### config.mk
export PLATFORM = sky130hd
export DESIGN_NAME = cpuclk_halt_top
export DESIGN_NICKNAME = d
export VERILOG_FILES = /design/src/rtl/cpuclk_halt_pkg.sv /design/src/rtl/cpuclk_divider.sv /design/src/rtl/cpuclk_halt_fsm.sv /design/src/rtl/cpuclk_halt_top.sv
export SDC_FILE = /design/constraint.sdc
export NUM_CORES = 1
export LEC_CHECK = 0
export ABC_AREA = 1
export CAP_MARGIN = 40
export CORE_MARGIN = 5
export CORE_UTILIZATION = 43
export CTS_CLUSTER_SIZE = 28
export DETAILED_ROUTE_END_ITERATION = 8
export PLACE_DENSITY = 0.79
export RECOVER_POWER = 100
export SYNTH_ARGS = -nofsm -noshare
export SYNTH_HDL_FRONTEND = slang
export SYNTH_HIERARCHICAL = 1
export SYNTH_SLANG_ARGS = --single-unit
### constraint.sdc
create_clock -name clk -period 1.1 [get_ports clk]
set_input_delay 0.22 -clock clk [delete_from_list [all_inputs] [get_ports clk]]
set_output_delay 0.22 -clock clk [all_outputs]
set_load 0.05 [all_outputs]
### src/rtl/cpuclk_halt_pkg.sv
package cpuclk_halt_pkg;

    typedef enum logic [1:0] {
        ST_RUN  = 2'd0,
        ST_HOLD = 2'd1,
        ST_WAKE = 2'd2
    } hstate_t;

    typedef struct packed {
        logic lvl;
        logic rise_en;
        logic fall_en;
    } phase_t;

    function automatic int unsigned last_tick_of(input logic fast, input int unsigned d_fast,
                                                 input int unsigned d_slow);
        return fast ? d_fast - 1 : d_slow - 1;
    endfunction

    function automatic int unsigned half_of(input logic fast, input int unsigned d_fast,
                                            input int unsigned d_slow);
        return fast ? d_fast / 2 : d_slow / 2;
    endfunction

endpackage

### src/rtl/cpuclk_divider.sv
module cpuclk_divider
    import cpuclk_halt_pkg::*;
#(
    parameter int unsigned DIV_FAST = 4,
    parameter int unsigned DIV_SLOW = 6,
    parameter int unsigned CNT_W    = $clog2(DIV_SLOW)
) (
    input  logic   clk,
    input  logic   rst,
    input  logic   spd_fast,
    input  logic   freeze,
    output phase_t ph,
    output logic   last_tick
);
    localparam logic [CNT_W-1:0] F_LAST = CNT_W'(DIV_FAST - 1);
    localparam logic [CNT_W-1:0] S_LAST = CNT_W'(DIV_SLOW - 1);
    localparam logic [CNT_W-1:0] F_HALF = CNT_W'(DIV_FAST / 2);
    localparam logic [CNT_W-1:0] S_HALF = CNT_W'(DIV_SLOW / 2);

    logic [CNT_W-1:0] cnt_q;
    logic             fast_q;
    logic [CNT_W-1:0] last_v;
    logic [CNT_W-1:0] half_v;

    assign last_v    = fast_q ? F_LAST : S_LAST;
    assign half_v    = fast_q ? F_HALF : S_HALF;
    assign last_tick = !freeze && (cnt_q == last_v);

    always_ff @(posedge clk) begin
        if (rst) begin
            cnt_q  <= '0;
            fast_q <= 1'b0;
        end else if (freeze) begin
            cnt_q  <= '0;
            fast_q <= spd_fast;
        end else if (cnt_q == last_v) begin
            cnt_q  <= '0;
            fast_q <= spd_fast;
        end else begin
            cnt_q  <= cnt_q + 1'b1;
        end
    end

    always_comb begin
        ph.rise_en = !freeze && (cnt_q == '0);
        ph.fall_en = !freeze && (cnt_q == half_v);
        ph.lvl     = !freeze && (cnt_q >= half_v);
    end

    // the tick count of a cycle stays within the latched ratio
    assert_cnt_in_range_R4: assert property (@(posedge clk) disable iff (rst)
        cnt_q <= last_v);

    // a cycle start is always preceded by a last tick or a frozen tick
    assert_start_after_end_R2: assert property (@(posedge clk) disable iff (rst)
        (!freeze && $past(!rst) && cnt_q == '0) |-> ($past(cnt_q) == $past(last_v) || $past(freeze)));

endmodule

### src/rtl/cpuclk_halt_fsm.sv
module cpuclk_halt_fsm
    import cpuclk_halt_pkg::*;
#(
    parameter int unsigned DIV_SLOW = 6,
    parameter int unsigned LAT_W    = 4
) (
    input  logic             clk,
    input  logic             rst,
    input  logic             halt_n,
    input  logic             last_tick,
    input  phase_t           ph,
    output logic             freeze,
    output logic             grant,
    output logic [LAT_W-1:0] lat
);
    hstate_t          st_q;
    logic [LAT_W-1:0] lat_q;
    logic             req;

    assign req    = !halt_n;
    assign freeze = (st_q != ST_RUN);
    assign grant  = (st_q == ST_HOLD);
    assign lat    = lat_q;

    always_ff @(posedge clk) begin
        if (rst) begin
            st_q  <= ST_RUN;
            lat_q <= '0;
        end else begin
            unique case (st_q)
                ST_RUN: begin
                    if (req) begin
                        if (lat_q != '1) lat_q <= lat_q + 1'b1;
                        if (last_tick) st_q <= ST_HOLD;
                    end else begin
                        lat_q <= '0;
                    end
                end
                ST_HOLD: begin
                    if (!req) st_q <= ST_WAKE;
                end
                ST_WAKE: begin
                    st_q  <= ST_RUN;
                    lat_q <= '0;
                end
                default: st_q <= ST_RUN;
            endcase
        end
    end

    // no processor clock activity while the bus is granted
    assert_no_edge_in_grant_R7: assert property (@(posedge clk) disable iff (rst)
        grant |-> (!ph.rise_en && !ph.fall_en && !ph.lvl));

    // a grant begins only right after the last tick of a cycle
    assert_grant_at_boundary_R5: assert property (@(posedge clk) disable iff (rst)
        ($rose(grant) && $past(!rst)) |-> $past(last_tick));

    // the restart pulse comes one tick after the grant drops
    assert_restart_after_drop_R8: assert property (@(posedge clk) disable iff (rst)
        $fell(grant) |=> ph.rise_en);

    // latency held during a grant lies within one cycle length
    assert_lat_bounded_R6: assert property (@(posedge clk) disable iff (rst)
        grant |-> (lat_q >= 1 && lat_q <= LAT_W'(DIV_SLOW)));

endmodule

### src/rtl/cpuclk_halt_top.sv
module cpuclk_halt_top
    import cpuclk_halt_pkg::*;
#(
    parameter int unsigned DIV_FAST = 4,
    parameter int unsigned DIV_SLOW = 6,
    parameter int unsigned LAT_W    = 4
) (
    input  logic             clk,
    input  logic             rst,
    input  logic             spd_fast,
    input  logic             halt_n,
    output logic             cpu_clk,
    output logic             phi1_en,
    output logic             phi2_en,
    output logic             bus_grant,
    output logic [LAT_W-1:0] lat_cnt
);
    localparam int unsigned CNT_W = $clog2(DIV_SLOW);

    phase_t ph;
    logic   last_tick;
    logic   freeze;

    cpuclk_divider #(
        .DIV_FAST (DIV_FAST),
        .DIV_SLOW (DIV_SLOW),
        .CNT_W    (CNT_W)
    ) div_i (
        .clk       (clk),
        .rst       (rst),
        .spd_fast  (spd_fast),
        .freeze    (freeze),
        .ph        (ph),
        .last_tick (last_tick)
    );

    cpuclk_halt_fsm #(
        .DIV_SLOW (DIV_SLOW),
        .LAT_W    (LAT_W)
    ) fsm_i (
        .clk       (clk),
        .rst       (rst),
        .halt_n    (halt_n),
        .last_tick (last_tick),
        .ph        (ph),
        .freeze    (freeze),
        .grant     (bus_grant),
        .lat       (lat_cnt)
    );

    assign cpu_clk = ph.lvl;
    assign phi1_en = ph.rise_en;
    assign phi2_en = ph.fall_en;

endmodule

==> flow_summary.json, run 1 <==
{
  "worstPathRequired_ps": 880,
  "finalWorstSetupSlack_ps": -430.1,
  "max_slew_margin_pct": 82.71,
  "power.share.switching_pct": 34.90,
  "criticalPathCategory": "reg -> out",
  "dr_total_vias": 737,
  "reg2reg_setup_slack_ps": -150,
  "grt_pass1_wl_um": 2739,
  "critical_path_peak_fanout": 2,
  "layout.filler_cells": 73,
  "leading_post_synthesis_cells_by_cell_area": "dfxtp_1, nor2_1, nand2_1",
  "max_slew.worst_pin.slew_ps": 258.9,
  "gp_routability_congestion": 0.9053,
  "power_frac_comb_pct": 42.2,
  "failed_checks": "setup timing",
  "max_cap_viol_count": 0,
  "design.core.area_um2": 1301,
  "synthCells": 90,
  "overflow_after_grt": 0,
  "hold_path_class": "in -> reg",
  "antenna_cells_inserted": 0,
  "number_of_buffers_inserted_by_port_buffering": 11,
  "largest_net_degree_at_the_start_of_global_routing": 8,
  "setup_viol": 8,
  "synthToLayoutAreaGrowth_pct": 86.54,
  "worst_clock_skew_ps": 6.095,
  "total_switching_power_w": 0.0004535,
  "fmaxAchievable_mhz": 653.5,
  "fin_cells": 134,
  "setup_total_negative_slack_ps": -1667,
  "seq_pwr_share_pct": 31.9,
  "worst-endpoint-arrival_ps": 1310,
  "static_leakage_nw": 0.5318,
  "number_of_antenna_violating_nets_in_the_routed_design": 0,
  "pwr-share-clk_pct": 25.9,
  "antenna_violations_before_repair": 0,
  "critPathLaunchType": "flop",
  "postRouteWirelength_um": 1987,
  "initial_drc_count": 28,
  "floorplan.die.width_um": 46.90,
  "timing.hold.worst_endpoint": "fsm_i/st_q[1]",
  "layout-drive-gt1-share_pct": 54.62,
  "hold-worst-slack_ps": 357.3,
  "top_usage_layer": "met2",
  "grtUsageMet2_pct": 30.08,
  "h-tree-depth": 1,
  "final_cycle_share_pct": 139.1,
  "timing.critical_path.slowest_stage_cell": "dfxtp_2",
  "dieArea_um2": 2200,
  "first_global_vias": 611,
  "ys_seq_elements": 10,
  "cp_cell_sequence": "inv_2 -> ha_4 -> nand3_4 -> a21oi_4 -> buf_12",
  "grt_setup_unrepaired": "yes",
  "ios": 12,
  "ys_seq_area_share_pct": 34.19,
  "clk-insertion-delay-late_ps": 270,
  "synth_fp_nets": 98,
  "tritoncts_num_sinks": 10,
  "placed_cells": 126,
  "grt.met1_usage_pct": 21.48,
  "fp-row-count": 13,
  "cts-hold-fix-buffers": 0,
  "library_cell_occupying_the_most_area_in_the_post_synthesis_netlist": "dfxtp_1",
  "most_used_cells_in_the_layout_excluding_fill_and_tap_cells": "nand2_1, nor2_1, buf_4",
  "yosysWarningCount": 6,
  "p_int_w": 0.0008458,
  "fin_util_pct": 83.94,
  "largest_stage_delay_on_the_critical_path_ps": 340,
  "cts_root_buf": "clkbuf_4",
  "max_buffers_root_to_sink": 2,
  "die_height_um": 46.90,
  "post-synth-top-area-fraction_pct": 34.19,
  "r2r_end": "fsm_i/lat[1]",
  "initial_utilization_pct": 45.00,
  "numCtsBuffers": 3,
  "wire_per_inst_um": 14.83,
  "via_density_per_instance": 5.500,
  "worstReg2RegStart": "fsm_i/lat[1]",
  "all_layer_gr_usage_pct": 18.54,
  "r2r.worst_path.cells": 7,
  "vdd_ir_drop_max_mv": 0.7952,
  "cts_tree": "done",
  "drc": 0,
  "outcome": "finished, violations left",
  "syn_area_um2": 585.6,
  "synth_cell_types": 15,
  "dpl.hpwl_um": 1197,
  "worstHoldPathCells": 3,
  "grt_util_met3_pct": 5.747,
  "max_slew_violation_total_from_the_final_report": 0,
  "syn_area_per_cell_um2": 6.506,
  "detailedRoute.firstPassIterationCount": 4,
  "cellPowerDensity_nw_per_um2": 1190,
  "min_from": "halt_n",
  "timing.final.crit_period_ps": 1530,
  "finalHoldViolCount": 0,
  "clk_pin_slew_ps": 70,
  "placement.setup.worst_slack_ps": -220.2,
  "worstSetupEndpointType": "primary output",
  "layout.nets": 128,
  "final_common_cell": "nand2_1"
}
## worst max-delay path by stage
stage | end | slack, ps | cells after the start | from
finish | cpu_clk | -430 | 5 | div_i/fast_q
global route | cpu_clk | -490 | 5 | div_i/fast_q
CTS | cpu_clk | -460 | 5 | div_i/fast_q
detailed placement | fsm_i/lat[1] | -220 | 5 | halt_n
global placement | fsm_i/lat[1] | -160 | 5 | halt_n
floorplan | cpu_clk | -190 | 4 | div_i/cnt_q[0]
## registers in the layout (all words and copies together) (netlist names)
register and flops:
fsm_i/st_q 2, div_i/cnt_q 3, div_i/fast_q 1, fsm_i/lat 4
## what timing repair did
| item | CTS | global route |
|---|---|---|
| resized for setup | 10 | 17 |
| setup endpoints to repair | 7 | 10 |
| buffers inserted | 3 | 1 |
| pin swaps | 7 | 10 |
## cell families (layout without fill, tap and decap cells)
| kind of cell | after synthesis | count (layout) | share of synthesized area [%] |
|---|---|---|---|
| AO/OA/AOI/OAI | 6 | 6 | 5.127 |
| XOR/XNOR | 1 | 1 | 1.496 |
| adder cells (fa/ha/maj) | 4 | 4 | 8.547 |
| buffers and inverters | 17 | 46 | 11.54 |
| flip-flops | 10 | 10 | 34.19 |
| AND/OR/NAND/NOR | 52 | 52 | 39.10 |
## cell type report
type / instances / area (um^2) / area share [%]
Clock buffer: 4 / 36.28 / 3.322
Inverter: 16 / 62.56 / 5.727
Multi-Input combinational cell: 63 / 450.4 / 41.24
Sequential cell: 10 / 215.2 / 19.70
Tap cell: 15 / 18.77 / 1.718
Timing Repair Buffer: 26 / 309.0 / 28.29
## routing by layer
| layer | part of all wire (%) | vias to the layer above |
|---|---|---|
| li1 | - | 335 |
| met1 | 39 | 340 |
| met2 | 49 | 50 |
| met3 | 8.4 | 12 |
| met4 | 3.0 | 0 |
| met5 | 0 | - |
## power groups by stage
| stage | logic (W) | clock network (W) | registers (W) |
|---|---|---|---|
| 6_report | 0.000549 | 0.000336 | 0.000414 |
| 5_1_grt | 0.000588 | 0.000373 | 0.000417 |
| 4_1_cts | 0.000529 | 0.000340 | 0.000413 |
| 3_5_place_dp | 0.000516 | 0 | 0.000419 |
| 3_3_place_gp | 0.000504 | 0 | 0.000419 |
| 2_1_floorplan | 0.000269 | 0 | 0.000440 |
## worst max-delay path, delay by kind of cell (launching register included)
family                     cells  cell delay (ps)
buffers and inverters          2              200
AOI/OAI and AO/OA              1              150
and+or+nand+nor                1               80
DFF                            1              340
adders and majority gates      1              270
## cell usage after synthesis
| master | number |
|---|---|
| nor3_1 | 1 |
| ha_1 | 4 |
| o21ai_0 | 1 |
| dfxtp_1 | 10 |
| xnor2_1 | 1 |
| inv_1 | 15 |
| a21oi_1 | 5 |
| buf_4 | 1 |
| nand3_2 | 3 |
| nor2_2 | 1 |
| inv_2 | 1 |
| nand3_1 | 7 |
| nand2_1 | 19 |
| nor4_1 | 1 |
| nor2_1 | 20 |
## per-stage QoR
stage | area (um^2) | power (W)
6_report | 1092 | 0.001299
5_1_grt | 1092 | 0.001378
4_1_cts | 1049 | 0.001283
3_5_place_dp | 974.7 | 0.0009352
3_3_place_gp | 974.7 | 0.0009227
2_1_floorplan | 690.7 | 0.0007084
(Power assumes the default switching activity.)
==> run 2: changes to the inputs <==
--- a/config.mk
+++ b/config.mk
@@ -7,11 +7,11 @@
 export LEC_CHECK = 0
 export ABC_AREA = 1
 export CAP_MARGIN = 40
-export CORE_MARGIN = 5
-export CORE_UTILIZATION = 43
+export CORE_AREA = 5 5 42 44
 export CTS_CLUSTER_SIZE = 28
 export DETAILED_ROUTE_END_ITERATION = 8
-export PLACE_DENSITY = 0.79
+export DIE_AREA = 0 0 47 49
+export PLACE_DENSITY = 0.77
 export RECOVER_POWER = 100
 export SYNTH_ARGS = -nofsm -noshare
 export SYNTH_HDL_FRONTEND = slang
==> constraint.sdc (replaced) <==
create_clock -name clk -period 1.8 [get_ports clk]
set_input_delay 0.36 -clock clk [delete_from_list [all_inputs] [get_ports clk]]
set_output_delay 0.36 -clock clk [all_outputs]
set_load 0.05 [all_outputs]
==> flow_summary.json, run 2 (synthesis results as in run 1) <==
{
  "outcome": "completed",
  "layout.filler_cells": 153,
  "die_height_um": 49,
  "multi_input_comb_area_um2": 326.6,
  "overflow_after_grt": 0,
  "p_total_w": 0.0006849,
  "r2r_end": "fsm_i/lat[0]",
  "dpl.hpwl_um": 980.6,
  "max_slew_violation_total_from_the_final_report": 0,
  "h-tree-depth": 1,
  "drc": 0,
  "layout.nets": 115,
  "cellPowerDensity_nw_per_um2": 906.2,
  "max_slew_margin_pct": 60.50,
  "max_buffers_root_to_sink": 2,
  "finalHoldViolCount": 0,
  "r2r.worst_path.cells": 6,
  "number_of_antenna_violating_nets_in_the_routed_design": 0,
  "reg2reg_setup_slack_ps": 500,
  "final_cycle_share_pct": 96.97,
  "largest_net_degree_at_the_start_of_global_routing": 11,
  "max_cap_viol_count": 0,
  "worst_clock_skew_ps": 1.859,
  "placement.setup.worst_slack_ps": 229.6,
  "static_leakage_nw": 0.3804,
  "max_slew.worst_pin.slew_ps": 595.1,
  "cts-hold-fix-buffers": 0,
  "fmaxAchievable_mhz": 572.9,
  "criticalPathCategory": "reg -> out",
  "most_used_cells_in_the_layout_excluding_fill_and_tap_cells": "nand2_1, nor2_1, inv_1",
  "worstPathRequired_ps": 1440,
  "number_of_buffers_inserted_by_port_buffering": 11,
  "number_of_flip_flops_in_the_largest_register": 4,
  "dr_total_vias": 579,
  "initial_utilization_pct": 41.79,
  "min_from": "fsm_i/st_q[0]",
  "gp_routability_congestion": 0.8157,
  "vdd_ir_drop_max_mv": 0.5655,
  "via_density_per_instance": 4.746,
  "first_global_vias": 545,
  "timing.hold.worst_endpoint": "fsm_i/st_q[0]",
  "worstReg2RegStart": "fsm_i/lat[0]",
  "synthToLayoutAreaGrowth_pct": 29.06,
  "worstHoldPathCells": 2,
  "timing.final.crit_period_ps": 1745,
  "initial_drc_count": 7,
  "setup_viol": 0,
  "antenna_cells_inserted": 0,
  "design.core.area_um2": 1401,
  "clk-insertion-delay-late_ps": 270,
  "floorplan.die.width_um": 47,
  "worstSetupEndpointType": "primary output",
  "clk_pin_slew_ps": 70,
  "hold-worst-slack_ps": 512.1,
  "cts_tree": "done",
  "seqCellArea_um2": 202.7,
  "cts_root_buf": "clkbuf_4",
  "dieArea_um2": 2303,
  "finalWorstSetupSlack_ps": 54.63,
  "grt_pass1_wl_um": 2159,
  "ios": 12,
  "postRouteWirelength_um": 1336,
  "all_layer_gr_usage_pct": 13.14,
  "detailedRoute.firstPassIterationCount": 4,
  "critPathLaunchType": "flop",
  "numCtsBuffers": 3,
  "wire_per_inst_um": 10.95,
  "fin_util_pct": 53.93,
  "fp-row-count": 14,
  "tritoncts_num_sinks": 10,
  "startpoint": "div_i/fast_q",
  "hold_path_class": "reg -> reg",
  "antenna_violations_before_repair": 0,
  "critical_path_peak_fanout": 3,
  "worst-endpoint-arrival_ps": 1390,
  "layout-drive-gt1-share_pct": 18.87
}
run 2: metal layers:
layer,wire [um],global-route usage [%],vias up
met1,535,14.89,253
li1,-,-,308
met2,682,20.14,14
met5,0,0,-
met4,50,11.06,0
met3,69,2.214,4
run 2: worst max path at each step:
stage / to / slack (ps) / cells past startpoint
6_report: cpu_clk / 50 / 5
5_1_grt: cpu_clk / -20 / 5
4_1_cts: cpu_clk / 10 / 5
3_5_place_dp: phi2_en / 230 / 5
3_3_place_gp: phi2_en / 280 / 5
2_1_floorplan: phi2_en / -20 / 4
run 2: stage by stage:
stage | area (um^2) | cells | TNS, ps
finish | 755.7 | 122 | 0
global route | 755.7 | 122 | -22.52
CTS | 797.0 | 122 | 0
detailed placement | 749.5 | 117 | 0
global placement | 749.5 | 117 | 0
floorplan | 589.3 | 90 | -20.05
run 2: critical path, cell delays in order, from the launching register on:
cell and delay [ps]:
dfxtp_2 340, inv_2 60, ha_4 260, nand3_2 100, a21oi_2 200, buf_12 150
run 2: timing repair:
| action | in CTS | in global routing |
|---|---|---|
| gates resized for setup | 2 | 5 |
| buffers inserted | 1 | 0 |
| pin swaps | 1 | 1 |
| endpoints found under the setup margin | 2 | 2 |
| cloned | 0 | 0 |
run 2: report_power, final:
group	switching, W	leakage [nW]	internal, W
clock network	0.0000807	0.0210	0.000123
registers	0.0000167	0.0822	0.000237
logic	0.000139	0.277	0.0000884
total	0.000236	0.380	0.000449
run 2: final cells by class:
cell class | instances | area share [%]
clock buffer | 4 | 4.801
timing repair buffer | 13 | 14.57
sequential | 10 | 26.82
tap | 16 | 2.649
multi-input combinational | 63 | 43.21
inverter | 16 | 7.947
==> run 3: changes to the inputs <==
--- a/config.mk
+++ b/config.mk
@@ -13,6 +13,7 @@
 export DIE_AREA = 0 0 47 49
 export PLACE_DENSITY = 0.77
 export RECOVER_POWER = 100
+export SETUP_SLACK_MARGIN = 0.1
 export SYNTH_ARGS = -nofsm -noshare
 export SYNTH_HDL_FRONTEND = slang
 export SYNTH_HIERARCHICAL = 1
==> flow_summary.json, run 3 (synthesis results as in run 1) <==
{
  "outcome": "completed",
  "dr_total_vias": 594,
  "final_cycle_share_pct": 93.33,
  "h-tree-depth": 1,
  "drc": 0,
  "dieArea_um2": 2303,
  "max_cap_viol_count": 0,
  "initial_drc_count": 20,
  "worst_clock_skew_ps": 6.956,
  "design.core.area_um2": 1401,
  "first_global_vias": 561,
  "grt_setup_unrepaired": "yes",
  "number_of_flip_flops_in_the_largest_register": 4,
  "floorplan.die.width_um": 47,
  "static_leakage_nw": 0.3735,
  "worstPathRequired_ps": 1440,
  "max_slew.worst_pin.slew_ps": 592.5,
  "p_total_w": 0.0006309,
  "fp-row-count": 14,
  "detailedRoute.firstPassIterationCount": 4,
  "layout.filler_cells": 142,
  "postRouteWirelength_um": 1290,
  "number_of_antenna_violating_nets_in_the_routed_design": 0,
  "p_int_w": 0.0004043,
  "timing.final.crit_period_ps": 1680,
  "met3_wirelength_um": 91,
  "hold-worst-slack_ps": 508.3,
  "pwr-share-clk_pct": 23.3,
  "grt_pass1_wl_um": 2159,
  "total_switching_power_w": 0.0002266,
  "max_slew_margin_pct": 60.67,
  "dpl.hpwl_um": 932.4,
  "number_of_buffers_inserted_by_port_buffering": 11,
  "hold_path_class": "reg -> reg",
  "tritoncts_num_sinks": 10,
  "cts-hold-fix-buffers": 0,
  "cp_cell_sequence": "inv_2 -> ha_4 -> nand3_4 -> a21oi_2 -> buf_12",
  "max_slew_violation_total_from_the_final_report": 0,
  "setup_viol": 0,
  "setup_total_negative_slack_ps": 0,
  "overflow_after_grt": 0,
  "layout-drive-gt1-share_pct": 17.14,
  "timing.critical_path.slowest_stage_cell": "dfxtp_2",
  "cellPowerDensity_nw_per_um2": 844.6,
  "detailroute.wirelength.met2_um": 643,
  "crit_family": "flip-flops",
  "ios": 12,
  "highest_routing_layer_actually_used": "met4",
  "seqCellArea_um2": 202.7,
  "numCtsBuffers": 3,
  "critical_path_peak_fanout": 3,
  "power.share.switching_pct": 35.92,
  "fmaxAchievable_mhz": 595.2,
  "vdd_ir_drop_max_mv": 0.3760,
  "all_layer_gr_usage_pct": 12.70,
  "worst-endpoint-arrival_ps": 1320,
  "cts_root_buf": "clkbuf_4",
  "die_height_um": 49,
  "wire_per_inst_um": 10.66,
  "seq_pwr_share_pct": 40.5,
  "largest_stage_delay_on_the_critical_path_ps": 330,
  "gp_routability_congestion": 0.8534,
  "clk_pin_slew_ps": 60,
  "via_density_per_instance": 4.909,
  "most_used_cells_in_the_layout_excluding_fill_and_tap_cells": "nor2_1, nand2_1, inv_1",
  "cts_tree": "done",
  "criticalPathCategory": "reg -> out",
  "clk-insertion-delay-late_ps": 260,
  "largest_net_degree_at_the_start_of_global_routing": 11,
  "antenna_cells_inserted": 0,
  "initial_utilization_pct": 41.79,
  "multi_input_comb_area_um2": 331.6,
  "m1_wire_length_um": 539,
  "power_frac_comb_pct": 36.2,
  "finalHoldViolCount": 0,
  "final_common_cell": "nor2_1",
  "synthToLayoutAreaGrowth_pct": 27.56,
  "worst-path-buf-inv": 2,
  "critPathLaunchType": "flop",
  "max_buffers_root_to_sink": 2,
  "antenna_violations_before_repair": 0,
  "layout.nets": 115,
  "worstSetupEndpointType": "primary output"
}
## run 3: path summary, 6_finish.rpt
| check | slack (ps) | startpoint | cells past startpoint | endpoint |
|---|---|---|---|---|
| setup / recovery | 120 | div_i/fast_q | 5 | cpu_clk |
| setup reg to reg | 510 | fsm_i/lat[0] | 6 | fsm_i/lat[0] |
| hold / removal | 510 | fsm_i/st_q[0] | 2 | fsm_i/st_q[0] |
| hold reg to reg | 510 | fsm_i/st_q[0] | 2 | fsm_i/st_q[0] |
## run 3: repair_timing
item	4_1_cts	5_1_grt
pin swaps	3	2
setup buffers	1	0
endpoints found under the setup margin	2	2
resized for setup	5	3
## run 3: power groups by stage
stage                     logic (W)  clock network [W]  registers, W
after floorplan            0.000133                  0      0.000264
after global placement     0.000234                  0      0.000257
after detailed placement   0.000238                  0      0.000257
after CTS                  0.000253           0.000157      0.000252
after global routing       0.000248           0.000163      0.000258
final                      0.000228           0.000147      0.000256
## run 3: metrics by stage
| step | instance area (um^2) | setup slack (ps) | utilization, % | cells |
|---|---|---|---|---|
| detailed placement | 752.0 | 228.9 | 53.66 | 117 |
| global route | 747.0 | 49.30 | 53.30 | 121 |
| finish | 747.0 | 120.0 | 53.30 | 121 |
| global placement | 752.0 | 254.8 | 53.66 | 117 |
| floorplan | 591.8 | 129.6 | - | 90 |
| CTS | 802.0 | 106.6 | 57.23 | 121 |
## run 3: metal layers
metal	up-vias	global-route usage (%)
li1	308	-
met1	265	15.04
met2	19	18.78
met3	2	2.952
met4	0	9.677
met5	-	0
## run 3: cell type report
class | instances | area share [%]
multi-input combinational | 63 | 44.39
sequential | 10 | 27.14
timing repair buffer | 13 | 14.74
inverter | 16 | 8.040
clock buffer | 3 | 3.015
tap | 16 | 2.680
## run 3: worst reg2reg max path: cells and delay by family, from the launching register on
family,cells,cell delay [ps]
compound gates,1,190
fa+ha+maj,1,210
buf+inv,1,60
flops,1,420
simple gates,3,300
